File: src/rtl/dmac_pkg.sv
package dmac_pkg;
  typedef enum logic [1:0] {
    SEQ_IDLE = 2'd0,
    SEQ_REQ  = 2'd1,
    SEQ_XFER = 2'd2,
    SEQ_REL  = 2'd3
  } seq_state_e;

  localparam logic [1:0] SEL_ADDR = 2'd0;
  localparam logic [1:0] SEL_CNT  = 2'd1;
  localparam logic [1:0] SEL_CTRL = 2'd2;
  localparam logic [1:0] SEL_CLR  = 2'd3;

  localparam int CB_GO    = 0;
  localparam int CB_TOMEM = 1;
  localparam int CB_BURST = 2;

  typedef struct packed {
    logic tomem;
    logic burst;
  } chan_mode_t;
endpackage

File: src/rtl/chan_regs.sv
module chan_regs
  import dmac_pkg::*;
#(
  parameter int AW = 16,
  parameter int DW = 16,
  parameter int CW = 8
) (
  input  logic          clk,
  input  logic          rst_n,
  input  logic          wr_en,
  input  logic [1:0]    wr_sel,
  input  logic [DW-1:0] wr_data,
  input  logic          beat,
  output logic [AW-1:0] addr,
  output logic          active,
  output chan_mode_t    mode,
  output logic          last,
  output logic          done
);
  logic [CW-1:0] cnt;
  logic          unused_wdata;

  assign unused_wdata = ^wr_data;
  assign last = (cnt == CW'(1));

  always_ff @(posedge clk) begin
    if (!rst_n) begin
      addr   <= '0;
      cnt    <= '0;
      active <= 1'b0;
      mode   <= '0;
      done   <= 1'b0;
    end else begin
      // clear first so that a completion in the same cycle wins
      if (wr_en && wr_sel == SEL_CLR && wr_data[0]) done <= 1'b0;
      if (beat) begin
        addr <= addr + 1'b1;
        cnt  <= cnt - 1'b1;
        if (last) begin
          active <= 1'b0;
          done   <= 1'b1;
        end
      end else if (wr_en && !active) begin
        case (wr_sel)
          SEL_ADDR: addr <= AW'(wr_data);
          SEL_CNT:  cnt  <= CW'(wr_data);
          SEL_CTRL: begin
            if (wr_data[CB_GO]) begin
              mode <= '{tomem: wr_data[CB_TOMEM], burst: wr_data[CB_BURST]};
              if (cnt == '0) done   <= 1'b1;
              else           active <= 1'b1;
            end
          end
          default: ;
        endcase
      end
    end
  end
endmodule

File: src/rtl/prio_pick.sv
module prio_pick #(
  parameter int N  = 2,
  parameter int IW = (N > 1) ? $clog2(N) : 1
) (
  input  logic [N-1:0]  req,
  output logic [IW-1:0] idx,
  output logic          any
);
  always_comb begin
    idx = '0;
    for (int i = N - 1; i >= 0; i--) begin
      if (req[i]) idx = IW'(i);
    end
  end
  assign any = |req;
endmodule

File: src/rtl/dmac_seq.sv
module dmac_seq
  import dmac_pkg::*;
#(
  parameter int IW = 1
) (
  input  logic          clk,
  input  logic          rst_n,
  input  logic          any_pend,
  input  logic [IW-1:0] pick_idx,
  input  logic          bus_gnt,
  input  logic          mem_ready,
  input  logic          cur_burst,
  input  logic          cur_last,
  output logic          bus_req,
  output logic          mem_valid,
  output logic [IW-1:0] cur_idx,
  output logic          beat
);
  seq_state_e state;

  assign bus_req   = (state == SEQ_REQ) || (state == SEQ_XFER);
  assign mem_valid = (state == SEQ_XFER);
  assign beat      = mem_valid && mem_ready;

  always_ff @(posedge clk) begin
    if (!rst_n) begin
      state   <= SEQ_IDLE;
      cur_idx <= '0;
    end else begin
      case (state)
        SEQ_IDLE: if (any_pend) begin
          cur_idx <= pick_idx;
          state   <= SEQ_REQ;
        end
        SEQ_REQ:  if (bus_gnt) state <= SEQ_XFER;
        SEQ_XFER: if (beat && (cur_last || !cur_burst)) state <= SEQ_REL;
        SEQ_REL:  if (!bus_gnt) state <= SEQ_IDLE;
        default:  state <= SEQ_IDLE;
      endcase
    end
  end
endmodule

File: src/rtl/mcdma_ctrl.sv
module mcdma_ctrl
  import dmac_pkg::*;
#(
  parameter int NCH = 2,
  parameter int AW  = 16,
  parameter int DW  = 16,
  parameter int CW  = 8,
  localparam int CHW = (NCH > 1) ? $clog2(NCH) : 1
) (
  input  logic             clk,
  input  logic             rst_n,
  input  logic             cfg_we,
  input  logic [CHW+1:0]   cfg_addr,
  input  logic [DW-1:0]    cfg_wdata,
  output logic             bus_req,
  input  logic             bus_gnt,
  output logic             mem_valid,
  input  logic             mem_ready,
  output logic             mem_we,
  output logic [AW-1:0]    mem_addr,
  output logic [DW-1:0]    mem_wdata,
  input  logic [DW-1:0]    mem_rdata,
  input  logic [NCH-1:0]   per_req,
  output logic [NCH-1:0]   per_ack,
  input  logic [DW-1:0]    per_din,
  output logic [DW-1:0]    per_dout,
  output logic [NCH-1:0]   done,
  output logic             irq
);
  logic [CHW-1:0] cfg_ch;
  logic [1:0]     cfg_sel;
  logic [AW-1:0]  ch_addr [NCH];
  chan_mode_t     ch_mode [NCH];
  logic [NCH-1:0] ch_active;
  logic [NCH-1:0] ch_last;
  logic [NCH-1:0] pend;
  logic [CHW-1:0] pick_idx;
  logic [CHW-1:0] cur_idx;
  logic           any_pend;
  logic           beat;
  logic           cur_burst;
  logic           cur_last;

  assign cfg_ch  = cfg_addr[CHW+1:2];
  assign cfg_sel = cfg_addr[1:0];

  for (genvar g = 0; g < NCH; g++) begin : g_ch
    chan_regs #(.AW(AW), .DW(DW), .CW(CW)) u_regs (
      .clk    (clk),
      .rst_n  (rst_n),
      .wr_en  (cfg_we && cfg_ch == CHW'(g)),
      .wr_sel (cfg_sel),
      .wr_data(cfg_wdata),
      .beat   (beat && cur_idx == CHW'(g)),
      .addr   (ch_addr[g]),
      .active (ch_active[g]),
      .mode   (ch_mode[g]),
      .last   (ch_last[g]),
      .done   (done[g])
    );
  end

  assign pend = ch_active & per_req;

  prio_pick #(.N(NCH), .IW(CHW)) u_pick (
    .req(pend),
    .idx(pick_idx),
    .any(any_pend)
  );

  assign cur_burst = ch_mode[cur_idx].burst;
  assign cur_last  = ch_last[cur_idx];

  dmac_seq #(.IW(CHW)) u_seq (
    .clk      (clk),
    .rst_n    (rst_n),
    .any_pend (any_pend),
    .pick_idx (pick_idx),
    .bus_gnt  (bus_gnt),
    .mem_ready(mem_ready),
    .cur_burst(cur_burst),
    .cur_last (cur_last),
    .bus_req  (bus_req),
    .mem_valid(mem_valid),
    .cur_idx  (cur_idx),
    .beat     (beat)
  );

  assign mem_addr  = ch_addr[cur_idx];
  assign mem_we    = ch_mode[cur_idx].tomem;
  assign mem_wdata = per_din;
  assign per_dout  = mem_rdata;
  assign per_ack   = beat ? (NCH'(1) << cur_idx) : '0;
  assign irq       = |done;
endmodule

File: config.mk
export PLATFORM = sky130hd
export DESIGN_NAME = mcdma_ctrl
export DESIGN_NICKNAME = d
export VERILOG_FILES = /design/src/rtl/dmac_pkg.sv /design/src/rtl/chan_regs.sv /design/src/rtl/prio_pick.sv /design/src/rtl/dmac_seq.sv /design/src/rtl/mcdma_ctrl.sv
export SDC_FILE = /design/constraint.sdc
export NUM_CORES = 1
export LEC_CHECK = 0
export ABC_CLOCK_PERIOD_IN_PS = 5900
export BUFFER_PORTS_ARGS = -buffer_cell sky130_fd_sc_hd__buf_2
export CORE_MARGIN = 2
export CORE_UTILIZATION = 40
export CTS_BUF_LIST = sky130_fd_sc_hd__clkbuf_2 sky130_fd_sc_hd__clkbuf_4 sky130_fd_sc_hd__clkbuf_8
export CTS_CLUSTER_DIAMETER = 60
export DETAILED_ROUTE_END_ITERATION = 16
export PLACE_DENSITY = 0.64
export SETUP_SLACK_MARGIN = 0.5
export SYNTH_ARGS = -nofsm -noshare
export SYNTH_HDL_FRONTEND = slang
export SYNTH_SLANG_ARGS = --single-unit
File: constraint.sdc
create_clock -name clk -period 5.9 [get_ports clk]
set_input_delay 0 -clock clk [delete_from_list [all_inputs] [get_ports clk]]
set_output_delay 0 -clock clk [all_outputs]
set_load 0.05 [all_outputs]
* Yosys cells after proc, flatten, opt, wreduce, memory -nomap -nowiden
Cells that the tools add are included.
** Storage, ports and cells
- Flip-flop bits (word level) :: 59
- Bits of input ports :: 58
- Output and inout bits :: 56
- Word-level logic and storage cells :: 138
** Operators by class
- $lt $le $gt $ge :: 2
- Muxes and demuxes :: 52
- Equal/unequal tests :: 16
- Reduce and logical (&&, ||, !) cells :: 43
- Bitwise operators :: 6
- Shift-type cells :: 1
- Add/sub/neg operators :: 4
** Operators with widths (number)
- $mux W16 :: 8
- $mux W8 :: 5
- $add A16 B1 Y16 const B :: 2
- $mux W1 :: 30
- $reduce_bool A2 Y1 :: 10
- $eq A8 B1 Y1 const B :: 2
- $logic_not A8 Y1 :: 2
- $mux W2 :: 8
- $sub A8 B1 Y8 const B :: 2
- $logic_and A1 B1 Y1 :: 12
- $ne A2 B2 Y1 const B :: 6
- $reduce_and A4 Y1 :: 3
- $reduce_and A2 Y1 :: 5
- $reduce_and A5 Y1 :: 2
- $eq A2 B2 Y1 const B :: 4
- $pmux W2 S4 :: 1
- $eq A2 B1 Y1 const B :: 2
- $logic_not A2 Y1 :: 2
- $ne A2 B1 Y1 const B :: 2
- $not A1 Y1 :: 4
- $reduce_or A2 Y1 :: 2
- $logic_not A1 Y1 :: 3
- $and A2 B2 Y2 :: 1
- $ge A2 B2 Y1 const B :: 1
- other kinds (4) :: 5

* Logic depth before layout (Yosys ltp)
- Word-level depth :: 10
- Mapped depth :: 9
- Mapped depth without buffers :: 7

* Cells and area by module
Synthesis repeated with hierarchy kept, for this count alone.
** Unflattened totals
- Cell total of the unflattened synthesis :: 484
- Area total of the unflattened synthesis :: 4042.6 µm²
** Modules (own cells, without submodules)
- chan_regs :: sequential area each 560.5 µm², times used 2, cells an instance 198, area an instance 1607.8 µm²
- mcdma_ctrl :: sequential area each 0.0 µm², times used 1, cells an instance 60, area an instance 588.1 µm²
- dmac_seq :: sequential area each 60.1 µm², times used 1, cells an instance 26, area an instance 226.5 µm²
- prio_pick :: sequential area each 0.0 µm², times used 1, cells an instance 2, area an instance 12.5 µm²

* Worst setup path after synthesis
OpenSTA, ideal clock, no wires.
- Path kind :: register to register
- From :: reg u_seq.state[0]
- To :: reg g_ch[1].u_regs.cnt[7]
- Path buffers :: 2
- Cell stages (with the launch flop) :: 10
- Arrival :: 2619 ps
- Setup slack :: 3148 ps
- Required time :: 5768 ps
- Library setup time :: 132 ps
- Period minus slack after synthesis :: 2752 ps
- Cell sequence :: dfxtp_1 > inv_1 > ha_1 > nand3_2 > inv_1 > clkbuf_1 > clkbuf_1 > nand4_1 > nand3_1 > a21oi_1
** Between the ends
- Longest elaborated chain between the ends :: 5
- Elaborated cells between the ends (all ways) :: 7
- Classes of those cells :: 1 x eq/ne; 1 x mux; 5 x reduce/logical
** Ends and longest elaborated chain
- start: declaration :: line dmac_seq.sv:19 : seq_state_e state;
- start signal: assignment :: line dmac_seq.sv:27 : state <= SEQ_IDLE;
- start signal: assignment :: line dmac_seq.sv:33 : state <= SEQ_REQ;
- start signal: assignment :: line dmac_seq.sv:35 : SEQ_REQ: if (bus_gnt) state <= SEQ_XFER;
- $eq A2 B2 Y1 * :: line dmac_seq.sv:22 : assign mem_valid = (state == SEQ_XFER);
- via mem_valid :: line mcdma_ctrl.sv:17 : output logic mem_valid,
- $logic_and A1 B1 Y1 * :: line dmac_seq.sv:23 : assign beat = mem_valid && mem_ready;
- $logic_and A1 B1 Y1 * :: line mcdma_ctrl.sv:54 : .beat (beat && cur_idx == CHW'(g)),
- $reduce_bool A2 Y1 (no line)
- $reduce_and A2 Y1 (no line)
- end signal: assignment :: line chan_regs.sv:38 : cnt <= cnt - 1'b1;
- end signal: assignment :: line chan_regs.sv:46 : SEL_CNT: cnt <= CW'(wr_data);
- end: declaration :: line chan_regs.sv:20 : logic [CW-1:0] cnt;
The timed path passes the listed nets; every way through them passes the cells marked *.
A chain may end at the register's enable or synchronous reset.

* Final worst setup path
- From :: reg u_seq.cur_idx
- To :: reg g_ch[1].u_regs.cnt[6]
** Between the ends
- Longest elaborated chain between the ends :: 3
- Elaborated cells between the ends (all ways) :: 5
- Classes of those cells :: 1 x mux; 4 x reduce/logical
** Ends and longest elaborated chain
- start: declaration :: line dmac_seq.sv:16 : output logic [IW-1:0] cur_idx,
- start signal: assignment :: line dmac_seq.sv:32 : cur_idx <= pick_idx;
- $logic_and A1 B1 Y1 * :: line mcdma_ctrl.sv:54
- $reduce_bool A2 Y1 (no line)
- $reduce_and A2 Y1 (no line)
Mark *: on every way between the ends. The rest lies on a longest branch, timed or not.

==> out/qor.csv <==
metric,value,unit
rows,35,
irDropWorstVdd,0.186,mV
end_kind,register,
initial_core_util,41.5,%
dr.pass1.iters,5,
period_share,54.5,%
hold_class,input port to output port,
avgViaCountPerCell,6.07,
area_growth,9.08,%
cp-startpoint,u_seq.cur_idx,
antenna_found_initial,0,
status,"complete, no violations",
maxSlewHeadroom,33.7,%
cap_violations,0,
routabilityCongestion,0.866,
power_leakage,0.00155,uW
ys.flop_type,dfxtp_1,
drt_iter0_markers,206,
synth_compound_area_share,23.4,%
yosys.area.top_type,dfxtp_1,
required,6.14,ns
timing.fmax,0.311,GHz
worstSetupPathType,register to register,
io_pins,114,
swShare,29.4,%
worst_setup_path_start_kind,register,
yosysTopAreaCellShare,30.5,%
critPathBufInv,1,
grt_max_degree,51,
p_int,716,uW
yosys.area_share.xor_xnor,0.452,%
power_switching,299,uW
clock_latency,0.35,ns
arrival,3.45,ns
period_needed,3.21,ns
cts_tree,yes,
holdCritStartpoint,per_din[13],
rsz0062_at_grt,no,
clk_path_buf_depth,2,
async_flop_share,0,%
vias,3796,
port_buffers,49,
p_comb_share,16.4,%
numCtsBuffers,9,
yosys_warnings,0,
core,0.00933,mm^2
fp.dieH,102,um
synth-adder-area-share,3.88,%
slew_viol_final,0,
post-cts-setup-buffers,0,
dpl.cell_count,602,
grt_pass1_vias,3655,
dp_hpwl,8030,um
diodes,0,
clock-sinks,59,
synth_seq_cells,59,
hold_viol_final,0,
crit_slowest_cell,dfxtp_1,
grt_use_total,22.4,%
cp_max_fo,25,
final_core_utilization,45.3,%
num-fill-cells,957,
cpPeakStageDelay,0.94,ns
path_delay_family,simple AND/OR/NAND/NOR gates,
avgSynthCellArea,8.04,um^2
routed_wl,11400,um
report.final.setup_viol,0,
synth_edf_count,0,
pwr_density_cell,240,mW/mm^2
num-nets-final,561,
wl_per_cell,18.2,um
drive_gt1_share,18.3,%
drc_errors,0,
finalSetupTns,0,ns
yosysSeqAreaShare,30.5,%
crit_chain,nand3_2 -> inv_1 -> and4b_1 -> nor3_1 -> a2111oi_0,
synth_simple_gate_area_share,24.6,%
synthCells,482,
placed_area,0.00394,mm^2
die-area,0.0105,mm^2
pwr-share-clk,41.1,%
root_buffer,clkbuf_8,
syn_area,0.00387,mm^2
grt_pass1_wl,18300,um
tightest_slew,0.993,ns
yosys-top-cells-area,"dfxtp_1 (30%), buf_4 (6.6%), mux2_2 (4.7%)",
htreeDepth,3,
ys_types,60,
antenna_left,0,
fin_skew,0.00938,ns
power.share.sequential,42.5,%
syn_nets,552,
final_cell_count_no_fill,625,
reg2reg_from,u_seq.cur_idx,
synth_common_cells,"dfxtp_1 (59), nor2_1 (35), buf_4 (34)",
stdcell_area,0.00423,mm^2
synth_most_common_cell,dfxtp_1,
synth_top_family_by_area,simple AND/OR/NAND/NOR gates,
die_width,102,um
synth_mux_area_share,6.46,%
overflow,0,
cts.reportedPaths.clkPinSlew,0.07,ns
==> registers in the layout, indices dropped and copies added (netlist names) <==
signal              cells
g_ch.u_regs.mode        4
u_seq.cur_idx           1
g_ch.u_regs.active      2
g_ch.u_regs.cnt        16
g_ch.u_regs.done        2
u_seq.state             2
g_ch.u_regs.addr       32
==> routing by layer <==
layer | wire, um | track usage, % | up-vias
met5 | 0 | 0 | -
met4 | 373 | 9.03 | 0
met3 | 896 | 5.47 | 29
met2 | 4990 | 35.3 | 171
met1 | 5100 | 29.4 | 1780
li1 | - | - | 1816
==> final timing paths <==
path	cells after the start	to	slack, ns
max	5	g_ch[1].u_regs.cnt[6]	2.69
min	0	mem_wdata[13]	0.00002
min reg2reg	2	g_ch[1].u_regs.cnt[7]	0.48
max reg2reg	5	g_ch[1].u_regs.cnt[6]	2.69
==> layout by cell type (no fill, tap or decap), types with 3 or more instances in the layout <==
cell / count
a211oi_1: 12
or3_1: 10
inv_1: 16
a2111oi_0: 6
a21oi_1: 29
and4_1: 3
o21ai_0: 21
mux2i_1: 7
o21a_1: 4
ha_1: 12
nor4_1: 9
nor3_1: 20
o31ai_1: 4
clkbuf_8: 9
and2_1: 7
a311oi_1: 11
nand2_1: 27
a22oi_1: 4
o211ai_1: 4
mux2_2: 16
nand3_1: 28
a2bb2oi_1: 4
a31oi_1: 13
buf_2: 49
o221ai_1: 3
and3_1: 6
dlygate4sd3_1: 7
dfxtp_1: 59
nor2_1: 35
and4b_1: 3
nand4_1: 9
==> cells by family after synthesis <==
family / count (synthesis)
AOI/OAI and AO/OA: 132
and+or+nand+nor: 178
buffers and inverters: 76
DFF: 59
adders and majority gates: 12
xor gates and xnor gates: 2
muxes: 23
==> area by class of cell <==
type,instances,area (um^2),share of cell area (%)
multi-input combinational,347,2280,53.9
sequential,59,1180,28.0
timing repair buffer,58,330,7.82
tap,129,161,3.82
clock buffer,11,139,3.29
clock inverter,5,77.6,1.84
inverter,16,60.1,1.42
==> power groups by stage <==
stage | registers, uW | logic, uW | clock network (uW)
after detailed placement | 440 | 161 | 0
after global routing | 434 | 179 | 442
after CTS | 431 | 165 | 422
after floorplan | 434 | 176 | 0
after global placement | 439 | 159 | 0
final | 431 | 166 | 416
==> through the flow <==
stage          hold WS (ns)  worst slack, ns  power (uW)
6_report          0.0000220             2.69        1010
5_1_grt           0.0000718             2.34        1050
3_3_place_gp       0.000341             2.92         598
2_1_floorplan         0.119             3.15         610
4_1_cts            0.000341             2.75        1020
3_5_place_dp       0.000341             2.77         601
==> what timing repair did <==
| item | in CTS | in global routing |
|---|---|---|
| endpoints found under the hold margin | 10 | 0 |
| resized for setup | 0 | 0 |
| endpoints found under the setup margin | 0 | 0 |
| hold buffers | 7 | 0 |
No activity file was read; power rests on OpenSTA's default activity.
